## config.mk

```make
export PLATFORM = sky130hd
export DESIGN_NAME = junction_light_ctrl
export DESIGN_NICKNAME = d
export VERILOG_FILES = /design/src/rtl/jlc_pkg.sv /design/src/rtl/jlc_countdown.sv /design/src/rtl/jlc_phase_seq.sv /design/src/rtl/jlc_lamp_drive.sv /design/src/rtl/jlc_bcd_split.sv /design/src/rtl/junction_light_ctrl.sv
export SDC_FILE = /design/constraint.sdc
export NUM_CORES = 1
export LEC_CHECK = 0
export BUFFER_PORTS_ARGS = -buffer_cell sky130_fd_sc_hd__buf_2
export CORE_ASPECT_RATIO = 0.75
export CORE_MARGIN = 2
export CORE_UTILIZATION = 45
export CTS_CLUSTER_SIZE = 25
export DETAILED_ROUTE_END_ITERATION = 8
export PLACE_DENSITY = 0.71
export RECOVER_POWER = 100
export SLEW_MARGIN = 20
export SYNTH_ARGS = -nofsm -noshare
export SYNTH_HDL_FRONTEND = slang
export SYNTH_SLANG_ARGS = --single-unit
```

## constraint.sdc

```tcl
create_clock -name clk -period 2.2 [get_ports clk]
set_input_delay 0.11 -clock clk [delete_from_list [all_inputs] [get_ports clk]]
set_output_delay 0.11 -clock clk [all_outputs]
set_load 0.005 [all_outputs]
```

## src/rtl/jlc_pkg.sv

```systemverilog
package jlc_pkg;

    localparam int HEADS = 4;

    typedef enum logic [2:0] {
        PH_BOOT   = 3'd0,
        PH_MAJOR0 = 3'd1,
        PH_MAJOR1 = 3'd2,
        PH_MINOR0 = 3'd3,
        PH_MINOR1 = 3'd4
    } phase_e;

    // Lamp bit owned by each phase.
    function automatic logic [1:0] head_of(phase_e p);
        case (p)
            PH_MAJOR1: head_of = 2'd1;
            PH_MINOR0: head_of = 2'd2;
            PH_MINOR1: head_of = 2'd3;
            default:   head_of = 2'd0;
        endcase
    endfunction

    function automatic logic is_major(phase_e p);
        is_major = (p == PH_MAJOR0) || (p == PH_MAJOR1);
    endfunction

endpackage

```

## src/rtl/jlc_countdown.sv

```systemverilog
module jlc_countdown #(
    parameter int PHASE_TICKS = 12,
    parameter int CW          = 4
) (
    input  logic          clk,
    input  logic          rst,
    input  logic          tick,
    input  logic          hold,
    output logic [CW-1:0] cnt,
    output logic          expire
);

    typedef struct packed {
        logic [CW-1:0] cnt;
    } tmr_t;

    tmr_t tmr_d, tmr_q;

    always_comb begin
        tmr_d  = tmr_q;
        expire = 1'b0;
        if (tick && !hold) begin
            if (tmr_q.cnt == CW'(1)) begin
                tmr_d.cnt = CW'(PHASE_TICKS);
                expire    = 1'b1;
            end else begin
                tmr_d.cnt = tmr_q.cnt - CW'(1);
            end
        end
    end

    always_ff @(posedge clk) begin
        if (rst) tmr_q <= '{cnt: CW'(PHASE_TICKS)};
        else     tmr_q <= tmr_d;
    end

    assign cnt = tmr_q.cnt;

    assert_expire_reload_R4: assert property (@(posedge clk) disable iff (rst)
        expire |=> (tmr_q.cnt == CW'(PHASE_TICKS)));

    assert_hold_between_ticks_R4: assert property (@(posedge clk) disable iff (rst)
        !tick |=> $stable(tmr_q.cnt));

    assert_count_range_R4: assert property (@(posedge clk) disable iff (rst)
        (tmr_q.cnt >= CW'(1)) && (tmr_q.cnt <= CW'(PHASE_TICKS)));

endmodule

```

## src/rtl/jlc_phase_seq.sv

```systemverilog
module jlc_phase_seq
    import jlc_pkg::*;
(
    input  logic   clk,
    input  logic   rst,
    input  logic   expire,
    input  logic   sense0,
    input  logic   sense1,
    output phase_e phase
);

    typedef struct packed {
        phase_e phase;
        logic   pend0;
        logic   pend1;
        logic   last_major;   // 1: main head 1 ran just before the insertion
    } seq_t;

    seq_t   seq_d, seq_q;
    logic   req0, req1;
    phase_e resume;

    always_comb begin
        seq_d  = seq_q;
        req0   = seq_q.pend0 | sense0;
        req1   = seq_q.pend1 | sense1;
        resume = seq_q.last_major ? PH_MAJOR0 : PH_MAJOR1;
        case (seq_q.phase)
            PH_BOOT: seq_d.phase = PH_MAJOR0;
            PH_MAJOR0, PH_MAJOR1: begin
                seq_d.pend0 = req0;
                seq_d.pend1 = req1;
                if (expire) begin
                    if (req0) begin
                        seq_d.phase      = PH_MINOR0;
                        seq_d.pend0      = 1'b0;
                        seq_d.last_major = (seq_q.phase == PH_MAJOR1);
                    end else if (req1) begin
                        seq_d.phase      = PH_MINOR1;
                        seq_d.pend1      = 1'b0;
                        seq_d.last_major = (seq_q.phase == PH_MAJOR1);
                    end else begin
                        seq_d.phase = (seq_q.phase == PH_MAJOR0) ? PH_MAJOR1 : PH_MAJOR0;
                    end
                end
            end
            PH_MINOR0: begin
                if (expire) begin
                    if (seq_q.pend1) begin
                        seq_d.phase = PH_MINOR1;
                        seq_d.pend1 = 1'b0;
                    end else begin
                        seq_d.phase = resume;
                    end
                end
            end
            PH_MINOR1: begin
                if (expire) seq_d.phase = resume;
            end
            default: seq_d.phase = PH_BOOT;
        endcase
    end

    always_ff @(posedge clk) begin
        if (rst) seq_q <= '{phase: PH_BOOT, pend0: 1'b0, pend1: 1'b0, last_major: 1'b0};
        else     seq_q <= seq_d;
    end

    assign phase = seq_q.phase;

    assert_boot_to_major0_R1: assert property (@(posedge clk) disable iff (rst)
        (seq_q.phase == PH_BOOT) |=> (seq_q.phase == PH_MAJOR0));

    assert_plain_alternation_R2: assert property (@(posedge clk) disable iff (rst)
        ((seq_q.phase == PH_MAJOR0) && expire && !seq_q.pend0 && !seq_q.pend1 && !sense0 && !sense1)
        |=> (seq_q.phase == PH_MAJOR1));

    assert_side0_wins_R7: assert property (@(posedge clk) disable iff (rst)
        (is_major(seq_q.phase) && expire && (seq_q.pend0 || sense0)) |=> (seq_q.phase == PH_MINOR0));

    assert_side1_follows_R7: assert property (@(posedge clk) disable iff (rst)
        ((seq_q.phase == PH_MINOR0) && expire && seq_q.pend1) |=> (seq_q.phase == PH_MINOR1));

    assert_side_ignores_sensors_R9: assert property (@(posedge clk) disable iff (rst)
        (!is_major(seq_q.phase) && !expire) |=> ($stable(seq_q.pend0) && $stable(seq_q.pend1)));

    assert_request_cleared_R10: assert property (@(posedge clk) disable iff (rst)
        (seq_q.phase == PH_MINOR0) |-> !seq_q.pend0);

endmodule

```

## src/rtl/jlc_lamp_drive.sv

```systemverilog
module jlc_lamp_drive
    import jlc_pkg::*;
#(
    parameter int CW          = 4,
    parameter int AMBER_TICKS = 2
) (
    input  logic             clk,
    input  logic             rst,
    input  phase_e           phase,
    input  logic [CW-1:0]    cnt,
    output logic [HEADS-1:0] red,
    output logic [HEADS-1:0] yel,
    output logic [HEADS-1:0] grn
);

    logic amber;
    assign amber = (cnt <= CW'(AMBER_TICKS));

    for (genvar h = 0; h < HEADS; h++) begin : g_head
        logic owns;
        assign owns   = (phase != PH_BOOT) && (head_of(phase) == 2'(h));
        assign grn[h] = owns && !amber;
        assign yel[h] = owns && amber;
        assign red[h] = !owns;

        assert_one_aspect_R3: assert property (@(posedge clk) disable iff (rst)
            $countones({red[h], yel[h], grn[h]}) == 1);
    end

    assert_single_green_R3: assert property (@(posedge clk) disable iff (rst)
        $onehot0(grn));

endmodule

```

## src/rtl/jlc_bcd_split.sv

```systemverilog
module jlc_bcd_split #(
    parameter int CW = 4
) (
    input  logic          clk,
    input  logic          rst,
    input  logic [CW-1:0] bin,
    output logic [3:0]    tens,
    output logic [3:0]    units
);

    int unsigned val;

    always_comb begin
        val   = 32'(bin);
        tens  = 4'(val / 10);
        units = 4'(val % 10);
    end

    assert_bcd_digits_R5: assert property (@(posedge clk) disable iff (rst)
        (units <= 4'd9) && (tens <= 4'd9));

endmodule

```

## src/rtl/junction_light_ctrl.sv

```systemverilog
module junction_light_ctrl
    import jlc_pkg::*;
#(
    parameter int PHASE_TICKS = 12,
    parameter int AMBER_TICKS = 2
) (
    input  logic       clk,
    input  logic       rst,
    input  logic       tick,
    input  logic       sense_side0,
    input  logic       sense_side1,
    output logic [3:0] lamp_red,
    output logic [3:0] lamp_yel,
    output logic [3:0] lamp_grn,
    output logic [3:0] cnt_tens,
    output logic [3:0] cnt_units
);

    localparam int CW = $clog2(PHASE_TICKS + 1);

    phase_e        phase;
    logic [CW-1:0] cnt;
    logic          expire;

    jlc_countdown #(.PHASE_TICKS(PHASE_TICKS), .CW(CW)) u_timer (
        .clk    (clk),
        .rst    (rst),
        .tick   (tick),
        .hold   (phase == PH_BOOT),
        .cnt    (cnt),
        .expire (expire)
    );

    jlc_phase_seq u_seq (
        .clk    (clk),
        .rst    (rst),
        .expire (expire),
        .sense0 (sense_side0),
        .sense1 (sense_side1),
        .phase  (phase)
    );

    jlc_lamp_drive #(.CW(CW), .AMBER_TICKS(AMBER_TICKS)) u_lamps (
        .clk   (clk),
        .rst   (rst),
        .phase (phase),
        .cnt   (cnt),
        .red   (lamp_red),
        .yel   (lamp_yel),
        .grn   (lamp_grn)
    );

    jlc_bcd_split #(.CW(CW)) u_bcd (
        .clk   (clk),
        .rst   (rst),
        .bin   (cnt),
        .tens  (cnt_tens),
        .units (cnt_units)
    );

    assert_boot_all_red_R1: assert property (@(posedge clk) disable iff (rst)
        (phase == PH_BOOT) |-> ((&lamp_red) && (cnt == CW'(PHASE_TICKS))));

endmodule

```

; Word level (Yosys, flattened, before mapping)
; Index checks and enable logic that the tools add are counted.
[word_totals]
ram_bits = 0
out_inout_bits = 20
mem_bits_ro = 0
n_memories = 0
wordCells = 68
inputBits = 5
ff_bits = 10
latchBits = 0
[op_classes]
div = 2
n_addsub = 1
reduce_logical = 28
n_mux = 18
mul = 0
magnitude_cmp = 1
shifts = 0
eq_ne = 11
bitwise_logic = 2
[ops]
columns = cell, n
row1 = divider 4 x 4 -> 32 bit (second input constant), 1
row2 = remainder unit 4 x 4 -> 32 bit (second input constant), 1
row3 = 2-to-1 mux 3 bit, 5
row4 = logical AND 1 bit, 13
row5 = one-hot mux 3 bit (4 select lines), 1
row6 = equality test 3 x 2 -> 1 bit (second input constant), 2
row7 = logical NOT 1 bit, 6
row8 = 2-to-1 mux 1 bit, 6
row9 = 2-to-1 mux 6 bit, 1
row10 = inequality test 2 bit (second input constant), 3
row11 = one-hot mux 2 bit (3 select lines), 1
row12 = AND reduction 3 bit, 2
row13 = equality test 2 bit (second input constant), 2
row14 = equality test 4 x 1 -> 1 bit (second input constant), 1
row15 = less-or-equal comparator 4 x 2 -> 1 bit (second input constant), 1
row16 = 2-to-1 mux 2 bit, 2
row17 = 2-to-1 mux 4 bit, 1
row18 = nonzero test 2 bit, 2
row19 = subtractor 4 x 1 -> 4 bit (second input constant), 1
row20 = equality test 3 x 1 -> 1 bit (second input constant), 1
row21 = equality test 3 bit (second input constant), 1
row22 = logical NOT 3 bit, 1
row23 = nonzero test 3 bit, 1
row24 = equality test 2 x 1 -> 1 bit (second input constant), 1
row25 = other kinds (5), 6

; Longest topological paths before layout
; Gate-level depths: netlist of the first run.
[depth]
ltp_word = 6
ltp_mapped = 7
ltp_nobuf = 6

; By module
; Synthesis of the first run repeated with hierarchy kept, for this count alone.
[hier_totals]
cells_unflattened = 117
area_unflattened_um2 = 884.6
[modules_own_cells]
columns = module, n_inst, seq_area_each_um2, cells_per_inst, area_per_inst_um2
row1 = jlc_phase_seq, 1, 120.1, 62, 462.9
row2 = jlc_countdown, 1, 80.1, 25, 234.0
row3 = jlc_bcd_split, 1, 0.0, 15, 93.8
row4 = jlc_lamp_drive, 1, 0.0, 14, 83.8
row5 = junction_light_ctrl, 1, 0.0, 1, 10.0

; Worst setup path before layout of the first run
; OpenSTA, ideal clock, no wires.
[synth_timing]
path_kind = reg2reg
from = register u_timer.tmr_q (netlist bit u_timer.cnt[1])
to = register u_seq.seq_q (netlist bit u_seq.phase[1])
path_buffers = 1
path_slack_ns = 0.550
synth_period_minus_slack_ns = 1.650
required_time_ns = 2.114
setup_ns = 0.086
path_stages_with_launch = 8
arrival_ns = 1.564
path_cell_list = dfxtp_1 inv_1 ha_1 and4bb_1 buf_6 a21oi_2 a311o_1 a221oi_2
[synth_between]
elab_chain_cells = 5
elab_cells_between_ends = 7
classes_between = eq/ne (4) / mux (2) / reduce/logical (1)
[synth_rtl]
columns = element, line_no
row1 = from (decl), jlc_countdown.sv:17  ; tmr_t tmr_d, tmr_q;
row2 = from (signal assigned), jlc_countdown.sv:33  ; if (rst) tmr_q <= '{cnt: CW'(PHASE_TICKS)};
row3 = from (signal assigned), jlc_countdown.sv:34  ; else tmr_q <= tmr_d;
row4 = equality test 4 x 1 -> 1 bit (*), jlc_countdown.sv:23  ; if (tmr_q.cnt == CW'(1)) begin
row5 = 2-to-1 mux 1 bit (*), jlc_countdown.sv:23
row6 = 2-to-1 mux 1 bit (*), jlc_countdown.sv:22  ; if (tick && !hold) begin
row7 = inequality test 2 bit (no source line), --
row8 = AND reduction 3 bit (no source line) (*), --
row9 = to (signal assigned), jlc_phase_seq.sv:65  ; if (rst) seq_q <= '{phase: PH_BOOT, pend0: 1'b0, pend1: 1'b0, last_major: 1'b0};
row10 = to (signal assigned), jlc_phase_seq.sv:66  ; else seq_q <= seq_d;
row11 = to (decl), jlc_phase_seq.sv:19  ; seq_t seq_d, seq_q;
; Mark *: on every way between the ends. The rest lies on a longest branch, timed or not.
; A chain may end at the register's enable or synchronous reset.

; Final worst setup path of the first run
; Same ends and word-level chain as after synthesis.

==> flow_results.org, run 1 <==
** Outcome
- The flow ran to the end, and the final reports show no timing, DRC or antenna violations.

** Drt
- After detailed routing, the average wire length per cell comes to 14.3 um.
- For this block, the initial DRC count from the detailed router was 41.
- The final route contains 852 vias.
- Final wirelength :: 2120 um
- Routed via count divided by cell count :: 5.72
- For this run, the detailed router's first-pass iteration total came to 4.
- Post-route ant nets :: 0
- Remaining routing DRC violations :: 0

** Layout
- Footprint of the multi-input gates :: 559 um^2
- 0 antenna diodes ended up in the layout.
- Share of cells above drive strength 1 :: 0.126
- Area Overhead vs Synth :: 8.99%
- NumNets Final :: 138
- Fill cell total of the finished layout :: 177
- Sequential Area :: 200 um^2
- Post-layout instance area :: 941 um^2

** Timing
- Number of max-slew violations in the final report :: 0
- In the finished design, the share of the clock period the worst path needs comes to 0.882.
- Setup repair after global routing left no endpoint under its margin.
- Setup violations remaining at the end of the flow were counted as 0.
- Final setup skew :: 0.00464 ns
- On the final layout, the worst hold slack is 0.117 ns.
- Static timing analysis puts the maximum clock frequency at 516 MHz.
- Setup tns final :: 0 ns
- The final-report hold violation count was 0.
- At the pin with the least slew margin, the transition time is 0.540 ns.
- In this run the tightest slew margin relative to its limit is 0.639.
- The worst path needs 1.94 ns of the cycle, external delays included.

** Clock network
- The number of gates resized after CTS was 0.
- CTS clk-pin slew, worst paths :: 0.07 ns
- Worst-case clock buffer depth :: 2
- The tree is rooted in a clkbuf_4.
- Clock tree synthesis inserted a total of 3 buffers.
- Count of hold buffers inserted by post-cts repair :: 0
- Post-CTS setup repair buffer count :: 0
- CTS built an H-tree with a depth of 1.
- The clock net in this run drives a total of 10 sinks.
- Insertion delay to the later sink of the worst-skew pair :: 0.26 ns
- TritonCTS clock tree :: done

** Placed design
- Placement-stage cell area :: 933 um^2
- Half-perimeter wire length after detailed placement :: 1590 um
- Routability cong. :: 0.954
- Port buffer count :: 21

** Synthesis
- Main combinational cell family by area after synthesis :: compound AO/OA/AOI/OAI gates
- After technology mapping, the gate count stands at 109.
- Of the synthesized area, sequential elements account for 0.232.
- After synthesis, the share of cell area in mux cells is 0.0116.
- Cell with the most instances after synthesis :: nor2_1
- Synthesized-area fraction occupied by and/or/nand/nor cells :: 0.241
- Number of enable-type register cells in the synthesized netlist :: 0
- Of the total synthesized cell area, the portion taken by full adders, half adders and majority gates is 0.0725.
- The biggest area contributor in the post-synthesis netlist is dfxtp_1.
- Primary FF master, synth :: dfxtp_1
- XOR/XNOR Fraction of Synth Area :: 0.0304
- Netlist cell types :: 41
- Synthesized cell area :: 863 um^2
- Mean post-synth cell area :: 7.92 um^2
- For this run, the number of Yosys warnings is 0.
- Yosys attributes the largest share of cell area to dfxtp_1 23%, nor2_1 7.8%, ha_1 7.2%.
- Synthesis inferred 10 register bits.
- The fraction of the mapped netlist area in compound gates came to 0.293.
- In the synthesized netlist, the cells that appear most often are 18 x nor2_1, 10 x dfxtp_1, 8 x a21oi_1, 8 x o21ai_0, 6 x inv_1.
- After synthesis, the share of flip-flops with an asynchronous set or reset is 0.
- Of the post-synthesis cell area, the dominant cell type holds 0.232.

** Critical path
- Register-to-Register Setup Slack :: 0.26 ns
- The critical path is of the reg -> reg type.
- Startpoint of the worst register-to-register path :: u_timer.cnt[1]
- Destination of the worst register-to-register timing path :: u_seq.phase[1]
- Measured in cells, the most critical reg-to-reg path has a length of 6.
- Req. time, crit path :: 2.37 ns
- In this run the worst setup path begins at u_timer.cnt[1].
- At the worst endpoint, the arrival time is 2.11 ns.
- Crit. End Element :: flip-flop
- STA classifies the critical path startpoint as a flip-flop.
- Along the worst path, the maximum fanout reaches 9.

** Die
- Core region area :: 0.00177 mm^2
- Row generation in the floorplan step produced 13 rows.
- Effective utilization at floorplan :: 0.487
- Horiz. Die Dim :: 54.6 um
- Number of ports placed on the die boundary :: 25
- Total Die Area :: 0.00229 mm^2
- Chip Height :: 41.9 um

** Min path
- The worst hold path terminates at u_seq.seq_q[1].
- Path class of the lowest-slack min-delay path :: in -> reg
- Along the worst hold path, the cell count comes to 2.
- Hold Path Origin :: rst

** Global route
- In the global route stage, overall resource usage came out at 0.189.
- Via count of the first global-routing pass :: 727
- The first global-routing pass estimated 3240 um of wire.
- Overflow after GRT :: 0
- Number of antenna violations at the first check in global routing :: 0
- Maximum number of pins on one net before global-route repair :: 17

** Flow run
- # Max-Cap Violations :: 0

** Power
- Final Power :: 473 uW
- In this run the power density over the cells is 502 mW/mm^2.
- Maximum resistive drop on vdd :: 303 uV
- Leakage power summed over all cells :: 0.000360 uW
## cells by family (layout without fill, tap and decap cells)
| family | count (synthesis) | after routing |
|---|---|---|
| other | 1 | 3 |
| muxes | 1 | 1 |
| AOI/OAI and AO/OA | 34 | 34 |
| buffers and inverters | 16 | 32 |
| and+or+nand+nor | 39 | 39 |
| adders and majority gates | 5 | 5 |
| DFF | 10 | 10 |
| xor gates and xnor gates | 3 | 3 |
## state kept, by name (all words and copies together), names as in the netlist
name         flops
u_timer.cnt      4
u_seq.phase      3
u_seq.seq_q      3
## power breakdown
part	internal (uW)	switching (uW)
registers	190	12.3
clock network	100	64.0
logic	44.2	61.3
## worst max-delay path, cell delays in order, from the launching register on
cell      delay, ns
dfxtp_1        0.34
inv_1          0.22
ha_1           0.23
and4bb_1       0.42
a21oi_2        0.05
a311o_1        0.33
a221oi_1       0.26
## per-stage QoR
stage | util | setup WS [ns] | std cells
2_1_floorplan | - | 0.550 | 111
3_3_place_gp | 0.526 | 0.423 | 145
3_5_place_dp | 0.526 | 0.297 | 145
4_1_cts | 0.547 | 0.282 | 149
5_1_grt | 0.531 | 0.125 | 149
6_report | 0.531 | 0.260 | 149
## cells in the final DEF, fill, tap and decap left out, drive strengths merged, types with 5 or more instances in the layout
cell / count
nor2: 18
dfxtp: 10
inv: 6
ha: 5
buf: 7
clkbuf: 19
a21oi: 9
o21ai: 8
## how the worst max path moves through the flow
stage | end | slack (ns) | cells after the start
2_1_floorplan | u_seq.phase[1] | 0.55 | 7
3_3_place_gp | u_seq.phase[1] | 0.42 | 6
3_5_place_dp | u_seq.phase[1] | 0.30 | 6
4_1_cts | u_seq.phase[1] | 0.28 | 6
5_1_grt | u_seq.phase[1] | 0.13 | 6
6_report | u_seq.phase[1] | 0.26 | 6
## layer usage
| layer | vias to the layer above | GRT usage | wire [um] |
|---|---|---|---|
| met2 | 49 | 0.311 | 935 |
| met5 | - | 0 | 0 |
| li1 | 417 | - | - |
| met4 | 0 | 0.0300 | 19 |
| met1 | 383 | 0.253 | 1000 |
| met3 | 3 | 0.0432 | 165 |
## area by class of cell
class                      count  share of cell area
clock buffer                   4              0.0386
inverter                       6              0.0239
multi-input combinational     85               0.594
sequential                    10               0.213
tap                           22              0.0293
timing repair buffer          22               0.101
Note: power is estimated with default switching activity, not from simulation.
==> run 2: changes to the inputs <==
- CORE_ASPECT_RATIO: 0.75 -> default
- CORE_UTILIZATION: 45 -> 50
- PLACE_DENSITY: 0.71 -> 0.82
==> flow_results.org, run 2 (synthesis gave the netlist of run 1 again) <==
** Outcome
- The run finished with clean final reports.

** Critical path
- Counting both buffers and inverters, the worst setup path holds a total of 1.
- The slowest stage of the critical path belongs to the cell and4bb_1.
- STA classifies the critical path endpoint as a flip-flop.
- Of all nets on the critical path, the largest fanout is 9.
- The worst setup path is of the reg -> reg kind.
- Counting cells, the worst reg-to-reg path comes to 6.
- Critical path data arrival time :: 2.08 ns
- Req. time, crit path :: 2.38 ns
- Stage delay of the slowest cell on the critical path :: 0.40 ns
- Among cell families on the critical path, the largest total delay comes from compound AO/OA/AOI/OAI gates.
- Chain of cells forming the critical path :: inv_1, ha_1, and4bb_1, a21oi_2, a311o_1, a221oi_1
- Counting buffers and inverters, the worst setup path is 6 cells deep.
- CP Launch Type :: flip-flop

** Layout
- The register with the most flip-flops in the final layout is u_timer.cnt.
- Max FFs per register :: 4
- The count of cells in the finished layout, fillers not included, comes to 143.
- Area Overhead vs Synth :: 8.55%
- NumNets Final :: 137
- The top cell types in the final layout, fill and taps aside, are 18 x nor2_1, 10 x dfxtp_1, 9 x buf_2.
- Final cell utilization of the core :: 0.561
- Fill cell total of the finished layout :: 168
- The repair_antennas step left the layout with diodes totalling 0.
- Most common library cell in the layout ignoring fill and taps :: nor2_1
- In the final layout, the share of cells above drive strength 1 is 0.183.

** Power
- Maximum resistive drop on vdd :: 392 uV
- Dividing total power by cell area gives a power density of 509 mW/mm^2.
- Leakage power summed over all cells :: 0.000379 uW
- Overall power consumption after layout is estimated at 477 uW.

** Clock network
- Insertion delay to the later sink of the worst-skew pair :: 0.27 ns
- Count of hold buffers inserted by post-cts repair :: 0
- Post-cts repair resize count :: 0
- CTS built an H-tree with a depth of 1.
- TritonCTS built the clock tree.
- CTS clk-pin slew, worst paths :: 0.08 ns
- Counting the buffers created by CTS gives 3.
- In this run the clock root is driven by a clkbuf_4.
- Post-CTS setup repair buffer count :: 0
- Clk sinks :: 10
- The longest clock path from root to sink contains 2 buffers.

** Timing
- Setup repair after global routing missed its margin :: no
- Dividing the final minimum period by the clock period gives 0.863.
- Number of max-slew violations in the final report :: 0
- The final-report hold violation count was 0.
- For the final routed database, the setup TNS stands at 0 ns.
- Fmax :: 527 MHz
- Across the routed clock network, the largest skew measured is 0.00353 ns.
- Number of setup violations in the final report :: 0
- Worst relative slew slack :: 0.635
- The smallest clock period supported by the final layout is computed as 1.90 ns.
- For the pin with the worst max-slew slack, the measured transition is 0.547 ns.

** Die
- Chip Height :: 45.6 um
- Core region area :: 0.00167 mm^2
- The die covers 0.00208 mm^2.
- Horiz. Die Dim :: 45.6 um
- Pin placement for this block handled 25 I/O pins.
- Placement Rows :: 15
- The initial utilization of the core area, before any placement, comes to 0.517.

** Placed design
- Port buffer count :: 21
- Routability-driven placement finished with a final weighted congestion of 0.788.
- Half-perimeter wire length after detailed placement :: 1420 um
- The number of placed instances, taps included, is 139.

** Global route
- Overall track demand over capacity in global routing :: 0.212
- Maximum number of pins on one net before global-route repair :: 17
- Global-route wire length before repair :: 3080 um
- Summed over all layers, the global routing overflow is 0.
- The via count of the first global-routing pass is 703.
- The number of antenna violations at the first check in global routing was 0.

** Drt
- Post-route ant nets :: 0
- Starting DRC count in detailed routing :: 26
- Via total after detailed routing :: 820
- Detailed-route wire length per cell :: 13.8 um
- Routed via count divided by cell count :: 5.73
- Remaining routing DRC violations :: 0
- Number of detailed-routing iterations run before antenna repair :: 4
- The routed design has 1970 um of wire.

** Min path
- Instance count along the most critical hold path :: 2
- Path class of the lowest-slack min-delay path :: in -> reg

** Flow run
- # Max-Cap Violations :: 0
## run 2: cell count changes in the layout (fill, tap and decap cells not counted), sizes merged
cell and change:
clkbuf -3, buf +2
## run 2: layout make-up
cell class | count | area, um^2 | share of cell area
Tap cell | 17 | 21.3 | 0.0227
Clock buffer | 4 | 36.3 | 0.0387
Inverter | 6 | 22.5 | 0.0240
Multi-Input combinational cell | 85 | 559 | 0.597
Sequential cell | 10 | 200 | 0.214
Timing Repair Buffer | 21 | 97.6 | 0.104
## run 2: power breakdown
part           internal, uW  switching (uW)  total (uW)
logic                  43.5            52.7        96.2
registers               190            15.7         206
clock network           101            74.8         175
## run 2: final timing paths
kind | start | slack, ns | endpoint
worst min-delay path | rst | 0.12 | u_seq.seq_q[1]
worst min register to register | u_seq.seq_q[2] | 0.53 | u_seq.seq_q[2]
worst max-delay path | u_timer.cnt[1] | 0.30 | u_seq.phase[1]
worst max register to register | u_timer.cnt[1] | 0.30 | u_seq.phase[1]
## run 2: through the flow
stage / setup slack [ns] / area [um^2] / hold slack (ns)
4_1_cts: 0.303 / 956 / 0.0994
3_3_place_gp: 0.423 / 920 / 0.388
6_report: 0.302 / 937 / 0.118
3_5_place_dp: 0.332 / 920 / 0.397
2_1_floorplan: 0.550 / 871 / 0.176
5_1_grt: 0.165 / 937 / 0.113
## run 2: routing by layer
| layer | vias to the layer above | share of wire | track usage |
|---|---|---|---|
| met5 | - | 0 | 0 |
| met4 | 0 | 0.0061 | 0.112 |
| met3 | 2 | 0.039 | 0.0635 |
| met2 | 20 | 0.52 | 0.341 |
| met1 | 378 | 0.44 | 0.250 |
| li1 | 420 | - | - |
## run 2: worst register-to-register path, delay by kind of cell (launching register included)
family | cells | cell delay, ns
flip-flops | 1 | 0.35
adder cells (fa/ha/maj) | 1 | 0.21
AND/OR/NAND/NOR | 1 | 0.40
buffers and inverters | 1 | 0.20
AO/OA/AOI/OAI | 3 | 0.65
